File: config.mk
export PLATFORM = sky130hd
export DESIGN_NAME = flashguard_ctrl
export DESIGN_NICKNAME = d
export VERILOG_FILES = /design/src/rtl/fg_pkg.sv /design/src/rtl/fg_mode_fsm.sv /design/src/rtl/fg_row_prot.sv /design/src/rtl/fg_access_arb.sv /design/src/rtl/flashguard_ctrl.sv
export SDC_FILE = /design/constraint.sdc
export NUM_CORES = 1
export LEC_CHECK = 0
export BUFFER_PORTS_ARGS = -buffer_cell sky130_fd_sc_hd__buf_2
export CAP_MARGIN = 20
export CORE_AREA = 2 2 87 89
export CTS_CLUSTER_SIZE = 20
export DETAILED_ROUTE_END_ITERATION = 8
export DIE_AREA = 0 0 89 91
export MAX_ROUTING_LAYER = met4
export PLACE_DENSITY_LB_ADDON = 0.05
export SLEW_MARGIN = 20
export SYNTH_ARGS = -nofsm -noshare
export SYNTH_HDL_FRONTEND = slang
export SYNTH_HIERARCHICAL = 1
export SYNTH_SLANG_ARGS = --single-unit
File: constraint.sdc
create_clock -name clk -period 3.6 [get_ports clk]
set_input_delay 0.54 -clock clk [delete_from_list [all_inputs] [get_ports clk]]
set_output_delay 0.54 -clock clk [all_outputs]
set_load 0.1 [all_outputs]
File: src/rtl/fg_pkg.sv
package fg_pkg;
  typedef enum logic [1:0] {
    MODE_OPEN = 2'b00,
    MODE_PROT = 2'b01,
    MODE_KILL = 2'b10
  } fg_mode_e;

  typedef enum logic [1:0] {
    OP_RD   = 2'b00,
    OP_WR   = 2'b01,
    OP_ER   = 2'b10,
    OP_NONE = 2'b11
  } fg_op_e;

  localparam int SRC_N = 3;
  localparam logic [1:0] SRC_CPU = 2'd0;
  localparam logic [1:0] SRC_DBG = 2'd1;
  localparam logic [1:0] SRC_PGM = 2'd2;

  // fail-secure: the unused code collapses onto the terminal mode
  function automatic fg_mode_e fg_norm(input logic [1:0] v);
    return (v == 2'b11) ? MODE_KILL : fg_mode_e'(v);
  endfunction
endpackage

File: src/rtl/fg_mode_fsm.sv
module fg_mode_fsm
  import fg_pkg::*;
(
  input  logic       clk,
  input  logic       rst,
  input  logic       mreq_valid,
  input  logic [1:0] mreq_target,
  input  logic       erase_ok,
  input  logic       nv_load,
  input  logic [1:0] nv_mode,
  output fg_mode_e   mode_q,
  output logic       illegal_q,
  output logic       rows_clear
);
  fg_mode_e mode_d;
  logic     erase_seen_q, erase_seen_d;
  logic     bad_d;

  always_comb begin
    mode_d       = mode_q;
    erase_seen_d = erase_seen_q;
    bad_d        = 1'b0;
    rows_clear   = 1'b0;
    if (mode_q == MODE_PROT && erase_ok) erase_seen_d = 1'b1;
    if (nv_load && mode_q != MODE_KILL) begin
      mode_d       = fg_norm(nv_mode);
      erase_seen_d = 1'b0;
    end else if (mreq_valid) begin
      case (mode_q)
        MODE_OPEN: begin
          if (mreq_target == MODE_PROT) begin
            mode_d       = MODE_PROT;
            erase_seen_d = 1'b0;
          end else if (mreq_target == MODE_KILL) begin
            mode_d = MODE_KILL;
          end else begin
            bad_d = 1'b1;
          end
        end
        MODE_PROT: begin
          if (mreq_target == MODE_OPEN && (erase_seen_q || erase_ok)) begin
            mode_d       = MODE_OPEN;
            erase_seen_d = 1'b0;
            rows_clear   = 1'b1;
          end else begin
            bad_d = 1'b1;
          end
        end
        default: bad_d = 1'b1;
      endcase
    end
  end

  always_ff @(posedge clk) begin
    if (rst) begin
      mode_q       <= MODE_OPEN;
      erase_seen_q <= 1'b0;
      illegal_q    <= 1'b0;
    end else begin
      mode_q       <= mode_d;
      erase_seen_q <= erase_seen_d;
      illegal_q    <= bad_d;
    end
  end


  kill_terminal_chk: assert property (@(posedge clk) disable iff (rst)
    mode_q == MODE_KILL |=> mode_q == MODE_KILL);

  mode_code_chk: assert property (@(posedge clk) disable iff (rst)
    mode_q != 2'b11);

  unlock_needs_erase_chk: assert property (@(posedge clk) disable iff (rst)
    (mode_q == MODE_PROT && !nv_load && !erase_seen_q && !erase_ok)
      |=> mode_q != MODE_OPEN);

  illegal_pulse_chk: assert property (@(posedge clk) disable iff (rst)
    illegal_q |-> $past(mreq_valid));
endmodule

File: src/rtl/fg_row_prot.sv
module fg_row_prot
  import fg_pkg::*;
#(
  parameter int ROWS  = 16,
  parameter int ROW_W = $clog2(ROWS)
) (
  input  logic                         clk,
  input  logic                         rst,
  input  logic                         wr_en,
  input  logic [ROW_W-1:0]             wr_row,
  input  logic                         wr_rd,
  input  logic                         wr_wr,
  input  logic                         clr_all,
  input  logic [SRC_N-1:0][ROW_W-1:0]  look_row,
  output logic [SRC_N-1:0]             rd_lock,
  output logic [SRC_N-1:0]             wr_lock
);
  localparam int DEPTH = 1 << ROW_W;

  logic [DEPTH-1:0] rd_q, wr_q;

  always_ff @(posedge clk) begin
    if (rst || clr_all) begin
      rd_q <= '0;
      wr_q <= '0;
    end else if (wr_en) begin
      rd_q[wr_row] <= wr_rd;
      wr_q[wr_row] <= wr_wr;
    end
  end

  for (genvar s = 0; s < SRC_N; s++) begin : g_look
    assign rd_lock[s] = rd_q[look_row[s]];
    assign wr_lock[s] = wr_q[look_row[s]];
  end


  rows_cleared_chk: assert property (@(posedge clk) disable iff (rst)
    clr_all |=> (rd_q == '0 && wr_q == '0));

  locks_hold_chk: assert property (@(posedge clk) disable iff (rst)
    (!wr_en && !clr_all) |=> ($stable(rd_q) && $stable(wr_q)));
endmodule

File: src/rtl/fg_access_arb.sv
module fg_access_arb
  import fg_pkg::*;
(
  input  logic             clk,
  input  logic             rst,
  input  fg_mode_e         mode,
  input  logic [SRC_N-1:0] acc_valid,
  input  logic [2*SRC_N-1:0] acc_op,
  input  logic [SRC_N-1:0] rd_lock,
  input  logic [SRC_N-1:0] wr_lock,
  output logic [SRC_N-1:0] acc_ready,
  output logic             rsp_valid,
  output logic [1:0]       rsp_src,
  output logic             rsp_grant
);
  logic [SRC_N-1:0] verdict;
  logic [1:0]       win;
  logic             any;

  function automatic logic decide(input logic [1:0] src, input fg_op_e op,
                                  input fg_mode_e md, input logic rl,
                                  input logic wl);
    logic row_ok;
    row_ok = (op == OP_RD) ? !rl : !wl;
    if (op == OP_NONE)     return 1'b0;
    if (src == SRC_CPU)    return 1'b1;
    if (md == MODE_OPEN)   return row_ok;
    if (src == SRC_PGM && md == MODE_PROT) return op == OP_ER;
    return 1'b0;
  endfunction

  for (genvar s = 0; s < SRC_N; s++) begin : g_verdict
    assign verdict[s] = decide(2'(s), fg_op_e'(acc_op[2*s +: 2]), mode,
                               rd_lock[s], wr_lock[s]);
  end

  always_comb begin
    any = 1'b1;
    win = SRC_CPU;
    if (acc_valid[SRC_CPU])      win = SRC_CPU;
    else if (acc_valid[SRC_PGM]) win = SRC_PGM;
    else if (acc_valid[SRC_DBG]) win = SRC_DBG;
    else                         any = 1'b0;
    acc_ready      = '0;
    acc_ready[win] = any;
  end

  always_ff @(posedge clk) begin
    if (rst) begin
      rsp_valid <= 1'b0;
      rsp_src   <= '0;
      rsp_grant <= 1'b0;
    end else begin
      rsp_valid <= any;
      rsp_src   <= win;
      rsp_grant <= any && verdict[win];
    end
  end


  ready_onehot_chk: assert property (@(posedge clk) disable iff (rst)
    $onehot0(acc_ready));

  rsp_follows_accept_chk: assert property (@(posedge clk) disable iff (rst)
    (|(acc_valid & acc_ready)) |=> rsp_valid);

  cpu_always_chk: assert property (@(posedge clk) disable iff (rst)
    (acc_ready[SRC_CPU] && acc_op[1:0] != OP_NONE) |=> rsp_grant);

  dbg_locked_chk: assert property (@(posedge clk) disable iff (rst)
    (acc_ready[SRC_DBG] && mode != MODE_OPEN) |=> !rsp_grant);

  kill_deny_chk: assert property (@(posedge clk) disable iff (rst)
    (mode == MODE_KILL && !acc_ready[SRC_CPU]) |=> !rsp_grant);
endmodule

File: src/rtl/flashguard_ctrl.sv
module flashguard_ctrl
  import fg_pkg::*;
#(
  parameter int ROWS  = 16,
  localparam int ROW_W = $clog2(ROWS)
) (
  input  logic               clk,
  input  logic               rst,
  input  logic               mreq_valid,
  input  logic [1:0]         mreq_target,
  input  logic               erase_ok,
  input  logic               nv_load,
  input  logic [1:0]         nv_mode,
  input  logic               cfg_valid,
  input  logic [ROW_W-1:0]   cfg_row,
  input  logic               cfg_rd_lock,
  input  logic               cfg_wr_lock,
  input  logic [2:0]         acc_valid,
  input  logic [5:0]         acc_op,
  input  logic [3*ROW_W-1:0] acc_row,
  output logic [2:0]         acc_ready,
  output logic               rsp_valid,
  output logic [1:0]         rsp_src,
  output logic               rsp_grant,
  output logic [1:0]         mode_o,
  output logic               illegal_req
);
  fg_mode_e                    mode_q;
  logic                        rows_clear;
  logic                        cfg_en;
  logic [SRC_N-1:0][ROW_W-1:0] look_row;
  logic [SRC_N-1:0]            rd_lock, wr_lock;

  for (genvar s = 0; s < SRC_N; s++) begin : g_rowsplit
    assign look_row[s] = acc_row[s*ROW_W +: ROW_W];
  end

  assign cfg_en = cfg_valid && (mode_q == MODE_OPEN);
  assign mode_o = mode_q;

  fg_mode_fsm i_mode (
    .clk, .rst, .mreq_valid, .mreq_target, .erase_ok, .nv_load, .nv_mode,
    .mode_q, .illegal_q(illegal_req), .rows_clear
  );

  fg_row_prot #(.ROWS(ROWS), .ROW_W(ROW_W)) i_rows (
    .clk, .rst, .wr_en(cfg_en), .wr_row(cfg_row), .wr_rd(cfg_rd_lock),
    .wr_wr(cfg_wr_lock), .clr_all(rows_clear), .look_row, .rd_lock, .wr_lock
  );

  fg_access_arb i_arb (
    .clk, .rst, .mode(mode_q), .acc_valid, .acc_op, .rd_lock, .wr_lock,
    .acc_ready, .rsp_valid, .rsp_src, .rsp_grant
  );
endmodule

==> results of run 1 <==
[worst max-delay path: stages]
cell	delay, ns
buf_2	0.22
mux4_1	0.59
a22oi_1	0.15
nand3_1	0.12
mux2_4	0.27
o41ai_1	0.24
a311oi_1	0.10
nor3_2	0.10
[layer usage]
metal / GRT usage / up-vias / share of wire
li1: - / 1097 / -
met1: 0.2203 / 996 / 0.48
met2: 0.2581 / 54 / 0.46
met3: 0.02727 / 8 / 0.043
met4: 0.04478 / 0 / 0.015
met5: - / - / 0
[registers in the layout, summed over array words and instances (netlist names)]
name	cells
i_rows/rd_q	16
i_arb/rsp_src	2
i_mode/illegal_q	1
i_mode/erase_seen_q	1
i_rows/wr_q	16
i_arb/rsp_grant	1
i_mode/mode_q	2
i_arb/rsp_valid	1
[power by group through the flow]
stage	Sequential, mW	Combinational, mW	Clock, mW
6_report	0.474	0.239	0.323
2_1_floorplan	0.534	0.130	0
5_1_grt	0.477	0.257	0.355
3_5_place_dp	0.485	0.239	0
3_3_place_gp	0.485	0.239	0
4_1_cts	0.474	0.240	0.339
[final timing paths]
| check | slack, ns | end | start | cells after the start |
|---|---|---|---|---|
| hold / removal | 0.49 | i_rows/rd_q[2]$_SDFFE_PP0P_ | i_rows/rd_q[2]$_SDFFE_PP0P_ | 2 |
| hold reg to reg | 0.49 | i_rows/rd_q[2]$_SDFFE_PP0P_ | i_rows/rd_q[2]$_SDFFE_PP0P_ | 2 |
| setup / recovery | 1.49 | i_arb/rsp_grant$_SDFF_PP0_ | acc_row[8] | 8 |
| setup reg to reg | 1.64 | i_rows/rd_q[1]$_SDFFE_PP0P_ | i_mode/mode_q[0]$_SDFFE_PP0P_ | 4 |
[stage by stage]
stage / total power [mW] / util / area [um2] / worst slack (ns)
2_1_floorplan: 0.6643 / - / 2464 / 0.2753
3_3_place_gp: 0.7235 / 0.3768 / 2689 / 1.166
3_5_place_dp: 0.7240 / 0.3768 / 2689 / 1.159
4_1_cts: 1.054 / 0.3899 / 2783 / 1.474
5_1_grt: 1.089 / 0.3899 / 2783 / 1.367
6_report: 1.036 / 0.3899 / 2783 / 1.486
[final cells by class]
class,count,share of cell area
Tap cell,99,0.04451
Timing Repair Buffer,42,0.07554
Clock buffer,7,0.03103
Inverter,4,0.005396
Clock inverter,1,0.002698
Multi-Input combinational cell,207,0.5531
Sequential cell,40,0.2878
==> results.toml, run 1 <==
[timing]
worst_hold_slack_ns = 0.4909
finalSetupTns_ns = 0
post-route-period-util = 0.5873
clock_skew_ns = 0.004550
slew_headroom = 0.5516
finalSetupViolations = 0
fmax_mhz = 473.0
tightestPinTransition_ns = 0.6726
fin_crit_ns = 2.114
rsz0062_at_grt = "no"
hold_violations = 0
slew_violations = 0

[final_layout]
fillers = 774
layout_common_cells = "nand3_1 (42), buf_2 (42), dfxtp_1 (40)"
nNetsFinal = 340
drive_above_1_share = 0.2027
multiInputGateArea_um2 = 1539
ff_latch_area_um2 = 800.8
stdcell_count = 400
area_growth_pct = 12.95
antenna_cells = 0

[clock_network]
holdBufCountCts = 0
cts_max_level = 2
cts_num_sinks = 40
path_clk_slew_ns = 0.08
clockBufferDepth = 2
ctsResizeCount = 0
clockRootBuffer = "clkbuf_8"
clk_latency_ns = 0.29
cts_tree = "built"
cts_made_buffers = 5
post_cts_buffers = 0

[power_and_ir_drop]
internal_power_mw = 0.6817
p_comb_frac = 0.230
clkPwrFrac = 0.312
p_per_area_nw_per_um2 = 372.2
vdd_drop_max_mv = 0.1335
p_sw_mw = 0.3538
p_sw_frac = 0.3417
p_leak_nw = 1.058
pwr-share-seq = 0.458

[drt]
initialDrtViolationCount = 57
firstDrtPassIters = 4
via_count = 2155
wl_um = 6577
drc = 0
detail-route-antenna-nets = 0
viasPerCell = 5.388
drt-wirelength-per-cell_um = 16.44

[synth]
synth.avg_cell_area_um2 = 8.991
syn_inst = 274
synth_nets = 314
synth.yosys.warnings = 6
synth_area_um2 = 2464

[floorplanning]
boundaryPins = 47
dieArea_um2 = 8099
rows = 31
start_util = 0.3452
die_x_um = 89
core_area_um2 = 7137
die_h_um = 91

[placement]
port_buffers = 42
gp_congestion = 0.8608
post-place-cells = 392
dp_hpwl_um = 4889

[global_routing]
antenna_found_initial = 0
grt_pass1_vias = 1975
grt_max_degree = 33
grt_util_all_layers = 0.1648
grt_pass1_wl_um = 10040
grt.overflow.total = 0

[status]
status = "completed"

[setup_path]
cp.required_ns = 3.83
worstSetupPathType = "input port to register"
crit_fanout = 8
end_kind = "register"
start_kind = "input port"
cp.arrival_ns = 2.34

[flow_run]
max_cap_violations = 0

[hold_path]
min_path_type = "register to register"
(Power assumes the default switching activity.)
==> inputs of run 2 (changes only) <==
clock period = 1.85 ns   (was 3.6 ns; I/O delays follow)
==> run 2 against run 1 <==
Against the previous run: first-iteration DRC count up 110%; total power increased by 98%; die area is the same; largest power group unchanged; critical endpoint unchanged; register-to-register slack worse by 1.6 ns; global-route usage grew 0.84 points; wire length rose by 0.78%; design area is 5.4% higher; critical path depth fell by 1; sequential share of layout area decreased by 1.1 points; critical path type is now register to register; cell count up 2.8%; highest routed layer unchanged; count of clock-buffer cells in the layout fell by 2.
==> results.toml, run 2 (same netlist as run 1, synthesis figures left out) <==
[clock_network]
path_clk_slew_ns = 0.09
clk_latency_ns = 0.30
cts_tree = "built"
clockBufferDepth = 2
cts_max_level = 2
clockRootBuffer = "clkbuf_8"
cts_made_buffers = 5
post_cts_buffers = 0
holdBufCountCts = 0
cts_num_sinks = 40

[drt]
viasPerCell = 5.438
firstDrtPassIters = 4
drc = 0
drt-wirelength-per-cell_um = 16.13
wl_um = 6628
via_count = 2235
initialDrtViolationCount = 119
detail-route-antenna-nets = 0

[global_routing]
grt_max_degree = 33
grt_pass1_wl_um = 10670
antenna_found_initial = 0
grt_pass1_vias = 2018
grt.overflow.total = 0
grt_util_all_layers = 0.1732

[timing]
finalSetupViolations = 0
slew_violations = 0
hold_violations = 0
fin_crit_ns = 1.848
rsz0062_at_grt = "yes"
slew_headroom = 0.6782
post-route-period-util = 0.9989
tightestPinTransition_ns = 0.4860
clock_skew_ns = 0.007627
setup_ws_ns = 0.002071
fmax_mhz = 541.1

[setup_path]
rr_worst_depth = 7
cp.arrival_ns = 2.09
rrSetupSlack_ns = 0.002
crit_fanout = 3
start_kind = "register"
worstSetupStartpoint = "i_rows/wr_q[2]$_SDFFE_PP0P_"
crit_end = "i_arb/rsp_grant$_SDFF_PP0_"
cp.required_ns = 2.09
end_kind = "register"
worstSetupPathType = "register to register"
reg2reg_from = "i_rows/wr_q[2]$_SDFFE_PP0P_"
rr_endpoint = "i_arb/rsp_grant$_SDFF_PP0_"

[placement]
gp_congestion = 0.7929
post-place-cells = 403
port_buffers = 42
dp_hpwl_um = 4905
dp_slack_ns = -0.2581
placed_cell_area_um2 = 2811

[final_layout]
area_growth_pct = 18.99
fillers = 768
fin_area_um2 = 2932
drive_above_1_share = 0.2788
stdcell_count = 411
top_regs = "i_rows/rd_q (16), i_rows/wr_q (16)"
layout_common_cells = "nand3_1 (42), buf_2 (42), dfxtp_1 (35)"
nNetsFinal = 351
antenna_cells = 0

[floorplanning]
dieArea_um2 = 8099
die_h_um = 91
rows = 31
start_util = 0.3452
die_x_um = 89
boundaryPins = 47
core_area_um2 = 7137

[power_and_ir_drop]
p_leak_nw = 1.111
p_per_area_nw_per_um2 = 700.0
vdd_drop_max_mv = 0.2800
fin_total_pwr_mw = 2.052

[status]
status = "completed"

[flow_run]
max_cap_violations = 0

[hold_path]
min_path_type = "input port to register"
## run 2: critical path: stages, from the launching register on
cell and delay (ns):
dfxtp_1 0.33, mux4_2 0.46, a22oi_1 0.20, nand3_1 0.11
mux2_4 0.28, o41ai_4 0.23, a311oi_2 0.07, nor3_2 0.10
## run 2: metrics by stage
stage	setup TNS (ns)	utilization	hold WS, ns
5_1_grt	-0.09537	0.4108	0.2576
3_3_place_gp	-0.2547	0.3939	0.4756
2_1_floorplan	0	-	0.3491
6_report	0	0.4108	0.2528
3_5_place_dp	-0.2581	0.3939	0.4822
4_1_cts	0	0.4078	0.2368
## run 2: power by group
part / internal (mW) / switching, mW
combinational: 0.166 / 0.337
clock: 0.268 / 0.350
sequential: 0.889 / 0.0423
total: 1.32 / 0.729
## run 2: how the worst min path moves through the flow
stage,start,end,slack [ns],cells after the start
2_1_floorplan,rst,i_arb/rsp_src[0]$_SDFF_PP0_,0.35,1
3_3_place_gp,i_rows/rd_q[11]$_SDFFE_PP0P_,i_rows/rd_q[11]$_SDFFE_PP0P_,0.48,2
3_5_place_dp,i_rows/wr_q[11]$_SDFFE_PP0P_,i_rows/wr_q[11]$_SDFFE_PP0P_,0.48,2
4_1_cts,mreq_valid,i_mode/erase_seen_q$_SDFF_PP0_,0.24,2
5_1_grt,mreq_valid,i_mode/erase_seen_q$_SDFF_PP0_,0.26,2
6_report,mreq_valid,i_mode/erase_seen_q$_SDFF_PP0_,0.25,2
## run 2: area by class of cell
type | count | area [um2] | area share
multi-input cells | 207 | 1570 | 0.5356
flip-flops and latches | 40 | 812.0 | 0.2770
repair buffers | 53 | 317.8 | 0.1084
well taps | 99 | 123.9 | 0.04225
clock buffers | 5 | 68.82 | 0.02347
clock inverters | 3 | 23.77 | 0.008109
inverters | 4 | 15.01 | 0.005122
## run 2: metal layers
layer	track usage	vias up	routed length (um)
met5	-	-	0
met4	0.03731	0	37
met3	0.02636	4	339
met2	0.2637	62	3131
met1	0.2446	1058	3120
li1	-	1111	-
## run 2: what timing repair did
item	4_1_cts	5_1_grt
setup endpoints to repair	1	1
pin swaps	0	1
gates resized for setup	2	6
